`src/rtl/pgw_pkg.sv`:
```
package pgw_pkg;
  localparam int ADDR_W   = 32;
  localparam int OFS_W    = 12;
  localparam int SLOT_W   = 10;
  localparam int IDX_W    = 5;
  localparam int MAP_N    = 1 << IDX_W;
  localparam int BIT_PRES = 0;
  localparam int BIT_WR   = 1;
  localparam int BIT_US   = 2;

  typedef enum logic [2:0] {
    ST_IDLE, ST_RD_DIR, ST_RD_TBL, ST_CHECK, ST_DONE, ST_FAULT
  } walk_st_e;

  function automatic logic [ADDR_W-1:0] dir_slot_addr(
      input logic [ADDR_W-1:0] base, input logic [ADDR_W-1:0] la);
    return {base[ADDR_W-1:OFS_W], la[ADDR_W-1:OFS_W+SLOT_W], 2'b00};
  endfunction

  function automatic logic [ADDR_W-1:0] tbl_slot_addr(
      input logic [ADDR_W-1:0] dent, input logic [ADDR_W-1:0] la);
    return {dent[ADDR_W-1:OFS_W], la[OFS_W+SLOT_W-1:OFS_W], 2'b00};
  endfunction

  function automatic logic [ADDR_W-1:0] frame_addr(
      input logic [ADDR_W-1:0] tent, input logic [ADDR_W-1:0] la);
    return {tent[ADDR_W-1:OFS_W], la[OFS_W-1:0]};
  endfunction

  function automatic logic [IDX_W-1:0] perm_index(
      input logic wr, input logic user, input logic wp,
      input logic [ADDR_W-1:0] dent, input logic [ADDR_W-1:0] tent);
    return {wp, user, dent[BIT_US] & tent[BIT_US],
            dent[BIT_WR] & tent[BIT_WR], wr};
  endfunction

  function automatic logic [MAP_N-1:0] default_allow();
    logic [MAP_N-1:0] m;
    for (int i = 0; i < MAP_N; i++) begin
      logic w, ew, eu, us, wp;
      w  = i[0];
      ew = i[1];
      eu = i[2];
      us = i[3];
      wp = i[4];
      m[i] = us ? (eu && (!w || ew)) : (!w || ew || !wp);
    end
    return m;
  endfunction
endpackage

```
`src/rtl/pgw_addr.sv`:
```
module pgw_addr
  import pgw_pkg::*;
(
  input  logic [ADDR_W-1:0] dir_base,
  input  logic [ADDR_W-1:0] laddr,
  input  logic [ADDR_W-1:0] dent,
  input  logic [ADDR_W-1:0] tent,
  input  logic              sel_tbl,
  output logic [ADDR_W-1:0] rd_addr,
  output logic [ADDR_W-1:0] paddr
);
  logic [ADDR_W-1:0] a_dir, a_tbl;
  always_comb begin
    a_dir   = dir_slot_addr(dir_base, laddr);
    a_tbl   = tbl_slot_addr(dent, laddr);
    rd_addr = sel_tbl ? a_tbl : a_dir;
    paddr   = frame_addr(tent, laddr);
  end
endmodule

```
`src/rtl/pgw_perm.sv`:
```
module pgw_perm
  import pgw_pkg::*;
#(
  parameter logic [MAP_N-1:0] ALLOW_MAP = default_allow()
) (
  input  logic              wr,
  input  logic              user,
  input  logic              wp,
  input  logic [ADDR_W-1:0] dent,
  input  logic [ADDR_W-1:0] tent,
  output logic [IDX_W-1:0]  idx,
  output logic              allow,
  output logic [1:0]        comb_wu
);
  always_comb begin
    idx     = perm_index(wr, user, wp, dent, tent);
    allow   = ALLOW_MAP[idx];
    comb_wu = {dent[BIT_US] & tent[BIT_US], dent[BIT_WR] & tent[BIT_WR]};
  end
endmodule

```
`src/rtl/page_walker.sv`:
```
module page_walker
  import pgw_pkg::*;
#(
  parameter logic [MAP_N-1:0] ALLOW_MAP = default_allow()
) (
  input  logic              clk,
  input  logic              rst_n,
  input  logic              req_valid,
  output logic              req_ready,
  input  logic [ADDR_W-1:0] req_laddr,
  input  logic              req_wr,
  input  logic              req_user,
  input  logic              req_code,
  input  logic [ADDR_W-1:0] dir_base,
  input  logic              wp_en,
  output logic              mem_req,
  output logic [ADDR_W-1:0] mem_addr,
  input  logic              mem_valid,
  input  logic [ADDR_W-1:0] mem_rdata,
  output logic              done_valid,
  output logic [ADDR_W-1:0] done_paddr,
  output logic              fault_valid,
  output logic [ADDR_W-1:0] fault_laddr,
  output logic              fault_wr,
  output logic              fault_user,
  output logic              fault_present,
  output logic              fill_valid,
  output logic [ADDR_W-1:0] fill_laddr,
  output logic [ADDR_W-1:0] fill_pte,
  output logic [1:0]        fill_wu,
  output logic              fill_code
);
  walk_st_e          st_q, st_d;
  logic [ADDR_W-1:0] la_q, dent_q, tent_q;
  logic              wr_q, us_q, code_q, prot_q;

  // named internal events
  logic walk_accept, dir_ret, tbl_ret, perm_deny;
  logic [IDX_W-1:0]  perm_idx;
  logic              perm_ok;
  logic [1:0]        wu_comb;
  logic [ADDR_W-1:0] paddr_w;

  pgw_addr u_addr (
    .dir_base (dir_base),
    .laddr    (la_q),
    .dent     (dent_q),
    .tent     (tent_q),
    .sel_tbl  (st_q == ST_RD_TBL),
    .rd_addr  (mem_addr),
    .paddr    (paddr_w)
  );

  pgw_perm #(.ALLOW_MAP(ALLOW_MAP)) u_perm (
    .wr      (wr_q),
    .user    (us_q),
    .wp      (wp_en),
    .dent    (dent_q),
    .tent    (tent_q),
    .idx     (perm_idx),
    .allow   (perm_ok),
    .comb_wu (wu_comb)
  );

  assign req_ready   = (st_q == ST_IDLE);
  assign walk_accept = req_valid && req_ready;
  assign mem_req     = (st_q == ST_RD_DIR) || (st_q == ST_RD_TBL);
  assign dir_ret     = (st_q == ST_RD_DIR) && mem_valid;
  assign tbl_ret     = (st_q == ST_RD_TBL) && mem_valid;
  assign perm_deny   = (st_q == ST_CHECK) && !perm_ok;

  always_comb begin
    st_d = st_q;
    unique case (st_q)
      ST_IDLE:   if (walk_accept) st_d = ST_RD_DIR;
      ST_RD_DIR: if (mem_valid) st_d = mem_rdata[BIT_PRES] ? ST_RD_TBL : ST_FAULT;
      ST_RD_TBL: if (mem_valid) st_d = mem_rdata[BIT_PRES] ? ST_CHECK : ST_FAULT;
      ST_CHECK:  st_d = perm_ok ? ST_DONE : ST_FAULT;
      ST_DONE:   st_d = ST_IDLE;
      ST_FAULT:  st_d = ST_IDLE;
      default:   st_d = ST_IDLE;
    endcase
  end

  always_ff @(posedge clk) begin
    if (!rst_n) begin
      st_q   <= ST_IDLE;
      la_q   <= '0;
      dent_q <= '0;
      tent_q <= '0;
      wr_q   <= 1'b0;
      us_q   <= 1'b0;
      code_q <= 1'b0;
      prot_q <= 1'b0;
    end else begin
      st_q <= st_d;
      if (walk_accept) begin
        la_q   <= req_laddr;
        wr_q   <= req_wr;
        us_q   <= req_user;
        code_q <= req_code;
        prot_q <= 1'b0;
      end
      if (dir_ret)   dent_q <= mem_rdata;
      if (tbl_ret)   tent_q <= mem_rdata;
      if (perm_deny) prot_q <= 1'b1;
    end
  end

  assign done_valid    = (st_q == ST_DONE);
  assign done_paddr    = paddr_w;
  assign fault_valid   = (st_q == ST_FAULT);
  assign fault_laddr   = la_q;
  assign fault_wr      = wr_q;
  assign fault_user    = us_q;
  assign fault_present = prot_q;
  assign fill_valid    = (st_q == ST_DONE);
  assign fill_laddr    = la_q;
  assign fill_pte      = tent_q;
  assign fill_wu       = wu_comb;
  assign fill_code     = code_q;
endmodule

```
`config.mk`:
```
export PLATFORM = sky130hd
export DESIGN_NAME = page_walker
export DESIGN_NICKNAME = d
export VERILOG_FILES = /design/src/rtl/pgw_pkg.sv /design/src/rtl/pgw_addr.sv /design/src/rtl/pgw_perm.sv /design/src/rtl/page_walker.sv
export SDC_FILE = /design/constraint.sdc
export NUM_CORES = 1
export LEC_CHECK = 0
export BUFFER_PORTS_ARGS = -buffer_cell sky130_fd_sc_hd__buf_2
export CAP_MARGIN = 20
export CORE_ASPECT_RATIO = 1.25
export CORE_MARGIN = 2
export CORE_UTILIZATION = 39
export CTS_CLUSTER_SIZE = 40
export DETAILED_ROUTE_END_ITERATION = 6
export GPL_ROUTABILITY_DRIVEN = 0
export PLACE_DENSITY = 0.76
export SLEW_MARGIN = 20
export SYNTH_ARGS = -nofsm -noshare
export SYNTH_HDL_FRONTEND = slang
export SYNTH_SLANG_ARGS = --single-unit
```
`constraint.sdc`:
```
create_clock -name clk -period 1.5 [get_ports clk]
set_clock_uncertainty 0.05 [all_clocks]
set_input_delay 0.225 -clock clk [delete_from_list [all_inputs] [get_ports clk]]
set_output_delay 0.225 -clock clk [all_outputs]
set_load 0.02 [all_outputs]
```
After elaboration in Yosys (flattened, before gate mapping):

Memory sizes are Yosys's and may differ from the RTL's.
Cells that the tools add are included.

* input bits: 104
* register bits after elaboration: 103
* bits in read-only memories: 32
* memories: 1
* output and inout port bits: 171
* word-level logic and storage cells: 40

* reductions and logical operators: 9
* muxes and demuxes: 11
* bitwise gates (word level): 2
* eq/ne operators: 8
* magnitude comparators: 1

Memory list
* (name not given): words 32, width 1, rd ports 1, clocked after Yosys merged registers in 0, write ports 0, line pgw_perm.sv:17 `allow = ALLOW_MAP[idx];`

Operators with widths (count)
* $mux 32: 1
* $mux 3: 5
* $pmux 3 s4: 1
* $eq 3x2->1 const B: 2
* $eq 3x3->1 const B: 2
* $lt 5x6->1 const B: 1
* $logic_and 1x1->1: 4
* $mux 1: 4
* $ne 2x2->1 const B: 2
* $eq 3x1->1 const B: 1
* $logic_not 3->1: 1
* $reduce_and 3->1: 1
* $and 1x1->1: 2
* $ne 2x1->1 const B: 1
* $reduce_bool 2->1: 1
* $logic_not 1->1: 1
* $logic_or 1x1->1: 1

Depth between registers and ports, before layout:

* depth in word-level cells: 6
* mapped depth: 6

By module:

From an unflattened synthesis, not the netlist that was laid out.

* cell total of the unflattened synthesis: 584
* area, all modules: 4981.0 um^2

By module, submodules not included
* page_walker: instances 1, cells each 504, area an instance 4150.2 um^2
* pgw_addr: instances 1, cells each 68, area an instance 743.2 um^2
* pgw_perm: instances 1, cells each 12, area an instance 87.6 um^2

Worst setup path before layout:

OpenSTA, ideal clock, no wires.

* kind: register to output
* start point: register st_q[1]
* end point: output fill_valid
* stages on the path, launching flop included: 5
* data required time: 1.225 ns
* arrival time: 1.508 ns
* setup slack: -0.283 ns
* path buffers: 3
* cell sequence: dfxtp_1 buf_2 buf_1 nor3b_1 buf_4

* longest elaborated chain between the ends: 1

RTL lines
* start, declared: line page_walker.sv:33 `walk_st_e st_q, st_d;`
* start signal, assigned: line page_walker.sv:96 `st_q <= st_d;`
* $eq 3x3->1
* end, declared: line page_walker.sv:27 `output logic fill_valid,`

No other way between the ends.

Worst setup path in the final report:

* start point: register st_q[2]
* end point: output mem_addr[23]

* longest elaborated chain between the ends: 2

RTL lines
* $eq 3x2->1: line page_walker.sv:49 `.sel_tbl (st_q == ST_RD_TBL),`
* $mux 32: line pgw_addr.sv:16 `rd_addr = sel_tbl ? a_tbl : a_dir;`
* end, declared: line page_walker.sv:17 `output logic [ADDR_W-1:0] mem_addr,`

No other way between the ends.

==> impl_metrics.csv <==
group,metric,value,unit
run_status,status,"finished with violations",
run_status,failed_checks,"negative setup slack",
timing,post-route-worst-setup-slack,-447,ps
routing,postRouteAntennaNets,0,
cts,clock_insertion_delay_worst_skew,330,ps
cts,tritoncts,"built",
cts,cts_inserted_buffers,9,
logic_synthesis,yosysSeqAreaShare,40.9,%
timing,hold_viol,0,
min_path,worst_hold_path_type,"input pin to flip-flop",
routing,vias_per_cell,4.90,
finish,num_antenna_cells,0,
finish,layout-drive-gt1-share,60.2,%
logic_synthesis,synth_warnings,0,
worst_setup_path,worst_setup_path_startpoint,"st_q[2]",
finish,areaGrowthSynthToFinish,61.5,%
routing,postRouteWirelength,15000,µm
worst_setup_path,crit_path_end_kind,"output pin",
pwr,power.leakage,3.55,nW
worst_setup_path,startpoint_type,"flip-flop",
floorplanning,die_w,101,µm
logic_synthesis,syn-cell-area,4550,µm²
logic_synthesis,postSynthCellCount,531,
finish,final_util,63.8,%
floorplanning,floorplan.core_area,11500,µm²
cts,cts.sinks,93,
job,max_capacitance_violation_total,0,
grt,grtUsageTotal,20.0,%
finish,num-nets-final,859,
timing,fmax,513,MHz
worst_setup_path,critical_path_required,1220,ps
timing,share_of_the_cycle_needed_by_the_critical_path_after_routing,130,%
worst_setup_path,arrival,1670,ps
finish,layout.area.seq,1870,µm²
grt,via_count_of_the_first_global_routing_pass,3864,
timing,setup-tns-final,-29620,ps
logic_synthesis,synth.ff_latch_count,93,
cts,clk_path_buf_depth,2,
routing,post_drt_wl_per_cell,16.7,µm
logic_synthesis,synth.lib_cells_used.distinct,34,
cts,cts.reportedPaths.clkPinSlew,70,ps
logic_synthesis,syn-mean-instance-area,8.56,µm²
finish,mostFrequentLayoutCells,"buf_2 (225), nand2_1 (120), dfxtp_1 (90)",
pwr,power-per-cell-area,963,nW/µm²
placement,port_buffers,260,
routing,detail_route.drc_violations,0,
pwr,power.total,0.00707,W
routing,detailedRoute.firstPassIterationCount,4,
timing,maxSlewViolCount,0,
finish,multi_input_comb_area,2490,µm²
timing,setup_viol,126,
grt,antenna_found_initial,0,
timing,period_minus_slack,1950,ps
finish,final_common_cell,"buf_2",
cts,htreeDepth,3,
worst_setup_path,ff2ff_setup_slack,-440,ps
pwr,max-vdd-ir-drop,471,µV
worst_setup_path,worst_r2r_startpoint,"st_q[2]",
floorplanning,floorplan.io_pins,275,
worst_setup_path,critPathMaxFanout,6,
worst_setup_path,timing.reg2reg.worst_path_depth,8,
floorplanning,rows,44,
finish,fill_cells,986,
grt,grt_overflow,0,
finish,final_cell_count_no_fill,897,
worst_setup_path,critical_register_to_register_path_endpoint,"fault_laddr[19]",
placement,dp_cells,845,
worst_setup_path,worst-setup-path-type,"flip-flop to output pin",
routing,detailroute.via_count,4394,
placement,dp.final_hpwl,8360,µm
routing,drt_iter0_markers,111,
floorplanning,die_area,12500,µm²
worst_setup_path,critPathCapture,"mem_addr[23]",
grt,first_pass_grt_wire_length,19700,µm
floorplanning,start_util,39.5,%
floorplanning,die-height,125,µm
cts,clockRootBuffer,"clkbuf_16",
timing,rsz_0062_raised_after_global_routing,"true",
grt,grt_max_degree,54,
[layout make-up]
class	count	area share, %
inverters	1	0.0511
well taps	138	2.35
clock inverters	6	1.53
flip-flops and latches	93	25.4
repair buffers	316	33.7
multi-input cells	334	33.9
clock buffers	9	3.07
[cell usage after synthesis]
cell type,number,area [µm²]
nor3b_1,1,7.51
a22oi_1,1,7.51
a311oi_1,1,8.76
a2bb2oi_1,1,8.76
buf_2,13,65.1
mux2_2,30,338
nor2_1,1,3.75
and3b_1,3,26.3
and4bb_2,1,12.5
a21boi_1,68,510
inv_1,1,3.75
o21ai_0,2,10.0
and4bb_1,1,12.5
clkbuf_1,12,45.0
a211oi_1,1,7.51
nor2b_1,2,12.5
o211ai_1,1,7.51
nand2b_1,3,18.8
a21boi_0,23,173
nand4bb_1,2,22.5
or4b_1,1,10.0
conb_1,1,3.75
buf_6,7,78.8
xnor2_1,1,8.76
buf_4,70,526
buf_1,2,7.51
and4b_1,1,10.0
and2_1,2,12.5
dfxtp_1,93,1860
nor4b_4,1,23.8
nand2_1,180,676
nor3_1,1,5.00
a21oi_1,2,10.0
nor3b_2,1,12.5
[what timing repair did]
| action | 4_1_cts | 5_1_grt |
|---|---|---|
| setup buffers | 11 | 9 |
| pin swaps | 8 | 49 |
| endpoints found under the setup margin | 72 | 107 |
| cloned | 9 | 12 |
| hold buffers | 0 | 0 |
| hold endpoints to repair | 0 | 0 |
| gates resized for setup | 49 | 196 |
[flip-flops by register name, indices dropped and copies added (netlist names)]
register and cells:
fill_pte 32, fault_laddr 32, fault_present 1, fault_user 1, st_q 3, fault_wr 1, dent_q 22, fill_code 1
[where the power goes]
group	internal (W)	total (W)	switching [W]
logic	0.000899	0.00181	0.000906
clock network	0.00162	0.00258	0.000957
registers	0.00258	0.00269	0.000109
total	0.00510	0.00707	0.00197
[routing by layer]
metal	routed length, µm	global-route usage [%]	up-vias
met5	0	0	-
met4	495	8.94	0
met3	700	3.82	32
met2	8150	35.7	183
met1	5650	22.6	2058
li1	-	-	2121
[critical path, stage by stage, from the launching register on]
cell,delay [ps]
dfxtp_4,350
nor3b_4,190
buf_6,170
clkbuf_16,170
mux2_4,310
buf_6,140
[logic make-up after synthesis]
family / Yosys count / share of synthesized area (%)
AO/OA/AOI/OAI: 100 / 16.3
XOR/XNOR: 1 / 0.193
buffers and inverters: 105 / 16.0
flip-flops: 93 / 40.9
multiplexers: 30 / 7.43
other: 1 / 0.0825
AND/OR/NAND/NOR: 201 / 19.0
[how the worst min path moves through the flow]
stage | slack [ps] | cells past startpoint | end | start
detailed placement | 400 | 2 | fill_code | fill_code
CTS | 60 | 3 | fault_laddr[15] | req_laddr[15]
finish | 70 | 3 | fault_laddr[15] | req_laddr[15]
floorplan | 310 | 2 | dent_q[12] | mem_rdata[12]
global placement | 390 | 2 | fill_code | fill_code
global route | 80 | 3 | fault_laddr[28] | req_laddr[28]
[through the flow]
stage / setup WS (ps) / instance area, µm² / hold WS [ps]
after floorplan: -14.3 / 4710 / 310
after global placement: -83.9 / 5680 / 390
after detailed placement: -108 / 5680 / 396
after CTS: -457 / 6490 / 60.2
after global routing: -491 / 7340 / 75.1
final: -447 / 7340 / 68.1
Note: power is estimated with default switching activity, not from simulation.
